==> src/rtl/tlb_fault_classifier.sv <==
module tlb_fault_classifier #(
  parameter int EA_W = 32,
  parameter int VEC_W = 16,
  parameter logic [VEC_W-1:0] VEC_IMISS = 16'h1100,
  parameter logic [VEC_W-1:0] VEC_DMISS = 16'h1200,
  parameter logic [VEC_W-1:0] VEC_IERR  = 16'h1300,
  parameter logic [VEC_W-1:0] VEC_DERR  = 16'h1400
) (
  input  logic             clk,
  input  logic             rst_n,
  input  logic             f_req,
  input  logic             f_xlat_en,
  input  logic             f_hit,
  input  logic             f_seg_ok,
  input  logic             f_page_ok,
  input  logic             f_exec_ok,
  input  logic             f_guarded,
  input  logic [EA_W-1:0]  f_ea,
  input  logic             d_req,
  input  logic             d_xlat_en,
  input  logic             d_hit,
  input  logic [1:0]       d_kind,
  input  logic             d_seg_ok,
  input  logic             d_page_ok,
  input  logic             d_rd_ok,
  input  logic             d_wr_ok,
  input  logic             d_dirty,
  input  logic [EA_W-1:0]  d_ea,
  input  logic             exc_ack,
  output logic             exc,
  output logic             exc_data,
  output logic             exc_miss,
  output logic [VEC_W-1:0] exc_vec,
  output logic [4:0]       exc_cause,
  output logic [EA_W-1:0]  fault_ea
);

  logic f_go, f_miss, f_flt, d_go, d_miss, d_flt, d_store;
  logic [4:0] f_cause, d_cause;

  assign f_go    = f_req & f_xlat_en;
  assign f_miss  = f_go & ~f_hit;
  assign f_cause = (f_go & f_hit) ? {1'b0, f_guarded, ~f_exec_ok, ~f_seg_ok, ~f_page_ok} : 5'b0;
  assign f_flt   = f_miss | (|f_cause);

  assign d_store = (d_kind == 2'b01);
  assign d_go    = d_req & d_xlat_en;
  assign d_miss  = d_go & ~d_hit;
  assign d_cause = (d_go & d_hit) ?
                   {d_store & ~d_dirty, 1'b0, d_store ? ~d_wr_ok : ~d_rd_ok, ~d_seg_ok, ~d_page_ok} : 5'b0;
  assign d_flt   = d_miss | (|d_cause);

  logic            pend_q, pend_miss;
  logic [4:0]      pend_cause;
  logic [EA_W-1:0] pend_ea;

  always_ff @(posedge clk) begin
    if (!rst_n) begin
      exc        <= 1'b0;
      exc_data   <= 1'b0;
      exc_miss   <= 1'b0;
      exc_cause  <= '0;
      fault_ea   <= '0;
      pend_q     <= 1'b0;
      pend_miss  <= 1'b0;
      pend_cause <= '0;
      pend_ea    <= '0;
    end else begin
      exc <= 1'b0;
      if (pend_q) begin
        if (exc_ack) begin
          exc       <= 1'b1;
          exc_data  <= 1'b1;
          exc_miss  <= pend_miss;
          exc_cause <= pend_cause;
          fault_ea  <= pend_ea;
          pend_q    <= 1'b0;
        end
      end else if (f_flt) begin
        exc       <= 1'b1;
        exc_data  <= 1'b0;
        exc_miss  <= f_miss;
        exc_cause <= f_cause;
        fault_ea  <= f_ea;
        if (d_flt) begin
          pend_q     <= 1'b1;
          pend_miss  <= d_miss;
          pend_cause <= d_cause;
          pend_ea    <= d_ea;
        end
      end else if (d_flt) begin
        exc       <= 1'b1;
        exc_data  <= 1'b1;
        exc_miss  <= d_miss;
        exc_cause <= d_cause;
        fault_ea  <= d_ea;
      end
    end
  end

  assign exc_vec = exc_data ? (exc_miss ? VEC_DMISS : VEC_DERR)
                            : (exc_miss ? VEC_IMISS : VEC_IERR);

  p_xlat_off_quiet_r3: assert property (@(posedge clk) disable iff (!rst_n)
    (!pend_q && !(f_req && f_xlat_en) && !(d_req && d_xlat_en)) |=> !exc);
  p_miss_no_cause_r7: assert property (@(posedge clk) disable iff (!rst_n)
    (exc && exc_miss) |-> (exc_cause == 5'b0));
  p_err_has_cause_r8: assert property (@(posedge clk) disable iff (!rst_n)
    (exc && !exc_miss) |-> (exc_cause != 5'b0));
  p_guard_fetch_only_r4: assert property (@(posedge clk) disable iff (!rst_n)
    (exc && exc_data) |-> !exc_cause[3]);
  p_clean_data_only_r6: assert property (@(posedge clk) disable iff (!rst_n)
    (exc && !exc_data) |-> !exc_cause[4]);
  p_ea_hold_r11: assert property (@(posedge clk) disable iff (!rst_n)
    !exc |-> $stable(fault_ea));
  p_fetch_first_r9: assert property (@(posedge clk) disable iff (!rst_n)
    (!pend_q && f_req && f_xlat_en && !f_hit && d_req && d_xlat_en && !d_hit)
    |=> (exc && !exc_data && pend_q));
  p_parked_silent_r10: assert property (@(posedge clk) disable iff (!rst_n)
    (pend_q && !exc_ack) |=> !exc);

endmodule

==> config.mk <==
export PLATFORM = sky130hd
export DESIGN_NAME = tlb_fault_classifier
export DESIGN_NICKNAME = d
export VERILOG_FILES = /design/src/rtl/tlb_fault_classifier.sv
export SDC_FILE = /design/constraint.sdc
export NUM_CORES = 1
export LEC_CHECK = 0
export ABC_AREA = 1
export CAP_MARGIN = 20
export CORE_ASPECT_RATIO = 0.5
export CORE_MARGIN = 4
export CORE_UTILIZATION = 49
export DETAILED_ROUTE_END_ITERATION = 6
export GPL_TIMING_DRIVEN = 0
export PLACE_DENSITY_LB_ADDON = 0.2
export SYNTH_ARGS = -nofsm -noshare
export SYNTH_HDL_FRONTEND = slang
export SYNTH_SLANG_ARGS = --single-unit
==> constraint.sdc <==
create_clock -name clk -period 4.7 [get_ports clk]
set_input_delay 0.94 -clock clk [delete_from_list [all_inputs] [get_ports clk]]
set_output_delay 0.94 -clock clk [all_outputs]
set_load 0.02 [all_outputs]
==> results.json, run 1 <==
{
  "power_density_nw_per_um2": 381,
  "synth.largest_area_cell": "dfxtp_1",
  "place_ws_ps": 1900,
  "grt_use_met2_pct": 41.5,
  "layout.nets": 858,
  "worstPathCellList": "inv_1 -> ha_1 -> clkdlybuf4s50_1",
  "final_max_slew_viol_count": 0,
  "yosys_warnings": 0,
  "fin_util_pct": 76.2,
  "diodes": 0,
  "cts_max_level": 3,
  "crit_fanout": 2,
  "async_flop_share_pct": 0,
  "clockPowerShare_pct": 40.7,
  "io_pins": 140,
  "post_cts_buffers": 0,
  "worst_ep_required_time_ps": 3760,
  "clock_skew_ps": 6.01,
  "clk_pin_slew_ps": 60,
  "setup_viol": 0,
  "grt_usage_pct": 25.1,
  "core_um2": 7620,
  "swShare_pct": 27.7,
  "synth.avg_cell_area_um2": 6.39,
  "p_int_mw": 1.60,
  "period_share_pct": 54.2,
  "seqPwrFrac_pct": 34.2,
  "dieArea_um2": 9760,
  "gp_congestion": 0.844,
  "antenna_found_initial": 0,
  "rows": 22,
  "avgViaCountPerCell": 4.97,
  "final_common_cell": "nand2_1",
  "min_period_ps": 2550,
  "grt_use_met1_pct": 31.4,
  "cp-start-kind": "register",
  "synth-main-ff-cell": "dfxtp_1",
  "area_growth_pct": 45.3,
  "worstMarginPinSlew_ps": 558,
  "grt_first_pass_wirelength_mm": 19.6,
  "critPathTopFamily": "buffers and inverters",
  "cts_sinks": 78,
  "cp_slowest_stage_delay_ps": 620,
  "fill_cells": 598,
  "switchingPower_mw": 0.614,
  "crit_slowest_cell": "clkdlybuf4s50_1",
  "multiInputGateArea_um2": 1940,
  "cp.arrival_ps": 1610,
  "ys_ff_latch": 78,
  "layout-drive-gt1-share_pct": 9.78,
  "fmax_mhz": 393,
  "p_leak_nw": 2.73,
  "cp-end-kind": "output port",
  "synth.top_cell.area_share_pct": 39.0,
  "gr-usage-met3_pct": 7.50,
  "top_usage_layer": "met2",
  "dr_total_vias": 4395,
  "seqCellArea_um2": 1560,
  "clk-insertion-delay-late_ps": 340,
  "tritoncts": "done",
  "grt-ovfl-total": 0,
  "hold_viol_final": 0,
  "start_util_pct": 52.4,
  "die_x_um": 136,
  "crit_buf_inv": 2,
  "fin_area_um2": 5810,
  "combPwrFrac_pct": 25.1,
  "cts_buffer_depth": 2,
  "layout_setup_ws_ps": 2150,
  "syn_area_um2": 4000,
  "synth_edf_count": 0,
  "cts_buffers": 9,
  "root_buffer": "clkbuf_16",
  "seq_area_frac_synth_pct": 39.0,
  "outcome": "completed",
  "ctsResizeCount": 0,
  "syn_inst": 626,
  "routed_wl_mm": 11.9,
  "tns_ps": 0,
  "grt_pass1_vias": 4136,
  "drv_cap": 0,
  "synth.area.top_cells": "dfxtp_1 39%, nand2_1 15%, nor2_1 13%",
  "first_pass_iters": 6,
  "layout_common_cells": "163 x nand2_1, 138 x nor2_1, 125 x clkdlybuf4s50_1, 78 x dfxtp_1, 68 x nand3_1",
  "post_drt_wl_per_cell_um": 13.4,
  "grt_max_degree": 14,
  "slew-limit-headroom_pct": 62.8,
  "max-vdd-ir-drop_mv": 0.228,
  "drtIter0Drc": 323,
  "rsz0062_at_grt": "false",
  "ys_types": 23,
  "hold_class": "reg -> reg",
  "crit_type": "reg -> out",
  "place_hpwl_mm": 8.47,
  "antenna_left": 0,
  "cts_hold_buf": 0,
  "die_h_um": 71.9,
  "numPortBuffers": 125,
  "dpl_cell_area_um2": 5430,
  "post-route-drc-count": 0
}
[layer usage]
metal | vias to the layer above | part of all wire [%]
li1 | 2192 | -
met2 | 204 | 47
met1 | 1974 | 43
met4 | 0 | 1.9
met5 | - | 0
met3 | 25 | 8.9
[registers in the layout, indices dropped and copies added, names as in the netlist]
| signal | count |
|---|---|
| exc_data | 1 |
| pend_q | 1 |
| pend_cause | 4 |
| pend_ea | 32 |
| exc_miss | 1 |
| exc_cause | 5 |
| fault_ea | 32 |
| exc | 1 |
| pend_miss | 1 |
[power by group through the flow]
stage          Clock [mW]  Combinational [mW]  Sequential, mW
4_1_cts             0.910               0.556           0.757
2_1_floorplan           0               0.260           0.824
6_report            0.903               0.556           0.757
3_3_place_gp            0               0.542           0.768
3_5_place_dp            0               0.550           0.770
5_1_grt             0.936               0.614           0.765
[area by class of cell]
| cell class | instances | area share, % |
|---|---|---|
| Multi-Input combinational cell | 453 | 33.4 |
| Sequential cell | 78 | 26.9 |
| Buffer | 52 | 5.73 |
| Inverter | 54 | 3.49 |
| Clock inverter | 6 | 2.73 |
| Tap cell | 108 | 2.33 |
| Timing Repair Buffer | 125 | 21.5 |
| Clock buffer | 9 | 3.88 |
[synthesized netlist by cell type (3+ instances only)]
library cell  count
a21oi_1           7
buf_2             8
buf_4            20
buf_6             7
clkbuf_1         17
dfxtp_1          78
inv_1            51
inv_2             3
nand2_1         163
nand2_2           3
nand3_1          68
nor2_1          138
nor2_2           12
o21ai_0          13
o21ai_1          27
[kinds of logic after synthesis]
logic type / Yosys count / synth area share (%)
AO/OA/AOI/OAI: 50 / 6.54
adder cells (fa/ha/maj): 1 / 0.313
buffers and inverters: 106 / 13.4
flip-flops: 78 / 39.0
other: 2 / 0.188
AND/OR/NAND/NOR: 389 / 40.5
[final timing paths]
check,start,end,slack [ps],depth (start not counted)
worst max-delay path,exc_miss,exc_vec[9],2150,3
worst min-delay path,exc_cause[3],exc_cause[3],460,2
worst max register to register,pend_q,fault_ea[26],2920,8
worst min register to register,exc_cause[3],exc_cause[3],460,2
[worst register-to-register path: cells and delay by family (launching register included)]
kind | cells | cell delay (ps)
buffers and inverters | 4 | 1060
and+or+nand+nor | 4 | 380
DFF | 1 | 290
[metrics by stage]
step                hold WS (ps)  std cells  power (mW)
floorplan                    436        637        1.08
global placement             445        870        1.31
detailed placement           456        870        1.32
CTS                          464        885        2.22
global route                 488        885        2.32
finish                       463        885        2.22
Note: power is estimated with default switching activity, not from simulation.
==> run 2, diff against run 1 <==
- CORE_UTILIZATION: 49 -> 41
- clock period: 4.7 -> 2.19 ns (I/O delays scaled with it)
==> results.json, run 2 (synthesized netlist as in run 1, its figures left out) <==
{
  "post-route-drc-count": 0,
  "cp-end-kind": "output port",
  "top_usage_layer": "met2",
  "post_cts_buffers": 0,
  "fin_cells": 913,
  "gr-usage-met3_pct": 4.03,
  "p_int_mw": 3.04,
  "fin_util_pct": 60.8,
  "rsz0062_at_grt": "false",
  "cts_hold_buf": 0,
  "layout-drive-gt1-share_pct": 9.77,
  "final_max_slew_viol_count": 0,
  "top_regs": "fault_ea (32), pend_ea (32), exc_cause (5)",
  "post_drt_wl_per_cell_um": 12.5,
  "layout_setup_ws_ps": 181,
  "setup_viol": 0,
  "rows": 25,
  "slew-limit-headroom_pct": 61.2,
  "clockPowerShare_pct": 35.1,
  "routed_wl_mm": 11.4,
  "outcome": "completed",
  "fmax_mhz": 498,
  "dieArea_um2": 11500,
  "crit_fanout": 2,
  "tritoncts": "done",
  "combPwrFrac_pct": 27.3,
  "grt_pass1_vias": 3932,
  "dr_total_vias": 4195,
  "ctsResizeCount": 0,
  "worst_ep_required_time_ps": 1750,
  "crit_slowest_cell": "clkdlybuf4s50_1",
  "tns_ps": 0,
  "cts_buffers": 9,
  "cp-start-kind": "register",
  "area_growth_pct": 44.1,
  "final_common_cell": "nand2_1",
  "clk-insertion-delay-late_ps": 330,
  "grt-ovfl-total": 0,
  "switchingPower_mw": 1.29,
  "crit_type": "reg -> out",
  "io_pins": 140,
  "die_x_um": 148,
  "die_h_um": 77.8,
  "numPortBuffers": 125,
  "gp_congestion": 0.790,
  "core_um2": 9480,
  "drtIter0Drc": 274,
  "max-vdd-ir-drop_mv": 0.380,
  "layout_common_cells": "163 x nand2_1, 138 x nor2_1, 125 x clkdlybuf4s50_1, 78 x dfxtp_1, 68 x nand3_1",
  "cts_sinks": 78,
  "layout.nets": 858,
  "clock_skew_ps": 2.28,
  "worstMarginPinSlew_ps": 581,
  "fill_cells": 889,
  "worstPathCellList": "inv_1 -> ha_1 -> clkdlybuf4s50_1",
  "first_pass_iters": 5,
  "cts_max_level": 3,
  "seqPwrFrac_pct": 37.6,
  "grt_first_pass_wirelength_mm": 19.1,
  "start_util_pct": 42.2,
  "cp_slowest_stage_delay_ps": 590,
  "cp.arrival_ps": 1570,
  "place_hpwl_mm": 8.43,
  "grt_max_degree": 13,
  "antenna_left": 0,
  "total_power_mw": 4.33,
  "place_ws_ps": -136,
  "dp_cells": 897,
  "hold_viol_final": 0,
  "cts_buffer_depth": 2,
  "drv_cap": 0,
  "clk_pin_slew_ps": 60,
  "power_density_nw_per_um2": 751,
  "grt_usage_pct": 20.4,
  "hold_class": "reg -> reg",
  "avgViaCountPerCell": 4.59,
  "grt_use_met2_pct": 33.8,
  "root_buffer": "clkbuf_16",
  "multiInputGateArea_um2": 1940,
  "grt_use_met1_pct": 27.2,
  "seqCellArea_um2": 1560,
  "min_period_ps": 2010,
  "diodes": 0,
  "p_leak_nw": 2.70,
  "period_share_pct": 91.7,
  "antenna_found_initial": 0,
  "swShare_pct": 29.8
}
run 2: cell types whose count changed in the layout (fill, tap and decap cells not counted), sizes merged:
cell,delta
bufinv,-4
clkbuf,+3
clkinv,+2
run 2: final cells by class:
cell class / instances / share of cell area (%)
Buffer: 52 / 5.78
Clock buffer: 12 / 4.45
Clock inverter: 4 / 0.782
Multi-Input combinational cell: 453 / 33.7
Tap cell: 135 / 2.93
Timing Repair Buffer: 125 / 21.7
Sequential cell: 78 / 27.1
Inverter: 54 / 3.52
run 2: power groups by stage:
stage	sequential, mW	combinational, mW	clock [mW]
after global routing	1.64	1.31	1.60
after detailed placement	1.65	1.18	0
after floorplan	1.77	0.558	0
final	1.62	1.18	1.52
after CTS	1.62	1.19	1.55
after global placement	1.65	1.17	0
run 2: worst max-delay path, delay by kind of cell (launching register included):
| kind | cells | cell delay (ps) |
|---|---|---|
| buf+inv | 2 | 640 |
| flops | 1 | 320 |
| fa+ha+maj | 1 | 270 |
run 2: per-layer routing:
| metal | wire (µm) | vias to the layer above | share of wire, % |
|---|---|---|---|
| li1 | - | 2186 | - |
| met5 | 0 | - | 0 |
| met4 | 106 | 0 | 0.93 |
| met1 | 5450 | 1878 | 48 |
| met3 | 654 | 8 | 5.7 |
| met2 | 5210 | 123 | 46 |
run 2: final timing paths:
kind,startpoint,end,slack [ps],depth (start not counted)
worst max-delay path,exc_miss,exc_vec[9],180,3
worst max register to register,pend_q,fault_ea[29],420,8
worst min register to register,pend_cause[2],pend_cause[2],460,2
worst min-delay path,pend_cause[2],pend_cause[2],460,2
run 2: stage by stage:
step	hold slack [ps]	area, µm²
6_report	464	5760
5_1_grt	497	5760
4_1_cts	465	5760
3_5_place_dp	456	5460
3_3_place_gp	447	5460
2_1_floorplan	436	4040
==> run 3, diff against run 2 <==
- CORE_UTILIZATION: 41 -> 57
- DONT_BUFFER_PORTS: unset -> 1
==> results.json, run 3 (synthesized netlist as in run 1, its figures left out) <==
{
  "drv_cap": 0,
  "cts_sinks": 78,
  "rows": 21,
  "numPortBuffers": 0,
  "layout-drive-gt1-share_pct": 11.0,
  "fmax_mhz": 570,
  "fin_cells": 745,
  "crit_type": "reg -> reg",
  "period_share_pct": 80.1,
  "clock_skew_ps": 5.99,
  "top_regs": "fault_ea (32), pend_ea (32), exc_cause (5)",
  "die_h_um": 67.2,
  "cts_max_level": 3,
  "post_cts_buffers": 0,
  "layout.nets": 733,
  "hold_viol_final": 0,
  "dp_cells": 729,
  "post-route-drc-count": 0,
  "place_hpwl_mm": 7.56,
  "tns_ps": 0,
  "layout_common_cells": "163 x nand2_1, 138 x nor2_1, 78 x dfxtp_1, 68 x nand3_1, 51 x inv_1",
  "grt-ovfl-total": 0,
  "p_leak_nw": 2.19,
  "r2r-start": "pend_q",
  "die_x_um": 126,
  "diodes": 0,
  "r2r-end": "fault_ea[24]",
  "first_pass_iters": 4,
  "final_common_cell": "nand2_1",
  "antenna_found_initial": 0,
  "routed_wl_mm": 10.3,
  "outcome": "completed",
  "hold_class": "in -> reg",
  "final_max_slew_viol_count": 0,
  "place_ws_ps": 357,
  "min-delay-start": "d_ea[5]",
  "clk_pin_slew_ps": 60,
  "area_growth_pct": 10.5,
  "reg2reg_depth": 8,
  "ctsResizeCount": 0,
  "rsz0062_at_grt": "false",
  "clk-insertion-delay-late_ps": 330,
  "grt_usage_pct": 24.6,
  "slew-limit-headroom_pct": 63.2,
  "min_period_ps": 1750,
  "root_buffer": "clkbuf_16",
  "fin_util_pct": 65.4,
  "cts_buffers": 9,
  "drtIter0Drc": 265,
  "max-vdd-ir-drop_mv": 0.382,
  "regToRegSetupSlack_ps": 440,
  "cts_buffer_depth": 2,
  "grt_max_degree": 12,
  "worst_ep_required_time_ps": 2460,
  "cp.arrival_ps": 2020,
  "core_um2": 6750,
  "dr_total_vias": 3739,
  "antenna_left": 0,
  "cts_hold_buf": 0,
  "min_to": "pend_ea[5]",
  "dieArea_um2": 8500,
  "grt_first_pass_wirelength_mm": 16.7,
  "avgViaCountPerCell": 5.02,
  "cp-end-kind": "register",
  "gp_congestion": 0.811,
  "start_util_pct": 59.2,
  "io_pins": 140,
  "power_density_nw_per_um2": 861,
  "hold_depth": 2,
  "grt_pass1_vias": 3446,
  "cp-start-kind": "register",
  "worstMarginPinSlew_ps": 552,
  "fill_cells": 638,
  "post_drt_wl_per_cell_um": 13.8,
  "crit_fanout": 10,
  "setup_viol": 0,
  "layout_setup_ws_ps": 437,
  "tritoncts": "done"
}
==> run 3: per-stage QoR <==
stage          hold WS, ps  power (mW)  instance area [µm²]
3_5_place_dp           449        2.48                 4160
3_3_place_gp           444        2.46                 4160
2_1_floorplan          436        2.33                 4040
6_report               236        3.80                 4420
4_1_cts                227        3.83                 4420
5_1_grt                238        4.01                 4420
==> run 3: how the worst max path moves through the flow <==
stage	from	end	slack [ps]
2_1_floorplan	f_req	pend_ea[10]	580
3_3_place_gp	d_xlat_en	fault_ea[28]	380
4_1_cts	pend_q	fault_ea[24]	450
3_5_place_dp	d_xlat_en	fault_ea[28]	360
6_report	pend_q	fault_ea[24]	440
5_1_grt	pend_q	fault_ea[26]	320
==> run 3: cell type report <==
| class | count | area, µm² | share of cell area (%) |
|---|---|---|---|
| inverters | 54 | 203 | 4.59 |
| plain buffers | 52 | 333 | 7.53 |
| clock inverters | 1 | 5.00 | 0.113 |
| flip-flops and latches | 78 | 1560 | 35.3 |
| well taps | 92 | 115 | 2.61 |
| multi-input cells | 453 | 1940 | 44.0 |
| clock buffers | 15 | 258 | 5.83 |
==> run 3: metal layers <==
| layer | vias to the layer above | GRT usage [%] | wire, µm | share of wire, % |
|---|---|---|---|---|
| met5 | - | 0 | 0 | 0 |
| met1 | 1655 | 31.3 | 4500 | 44 |
| met2 | 132 | 40.3 | 4720 | 46 |
| li1 | 1945 | - | - | - |
| met3 | 7 | 8.77 | 1020 | 9.9 |
| met4 | 0 | 6.68 | 72 | 0.70 |
==> run 3: worst max-delay path, cell delays in order (launching register included) <==
cell	delay (ps)
dfxtp_1	290
buf_2	180
inv_2	110
clkbuf_1	380
buf_2	330
nand3_1	120
nand3_1	120
nor2_1	40
nor2_1	90
==> run 3: power by group <==
part	total [mW]	internal, mW	switching, mW
clock network	1.36	0.799	0.556
logic	0.689	0.247	0.442
registers	1.76	1.56	0.201
total	3.80	2.60	1.20
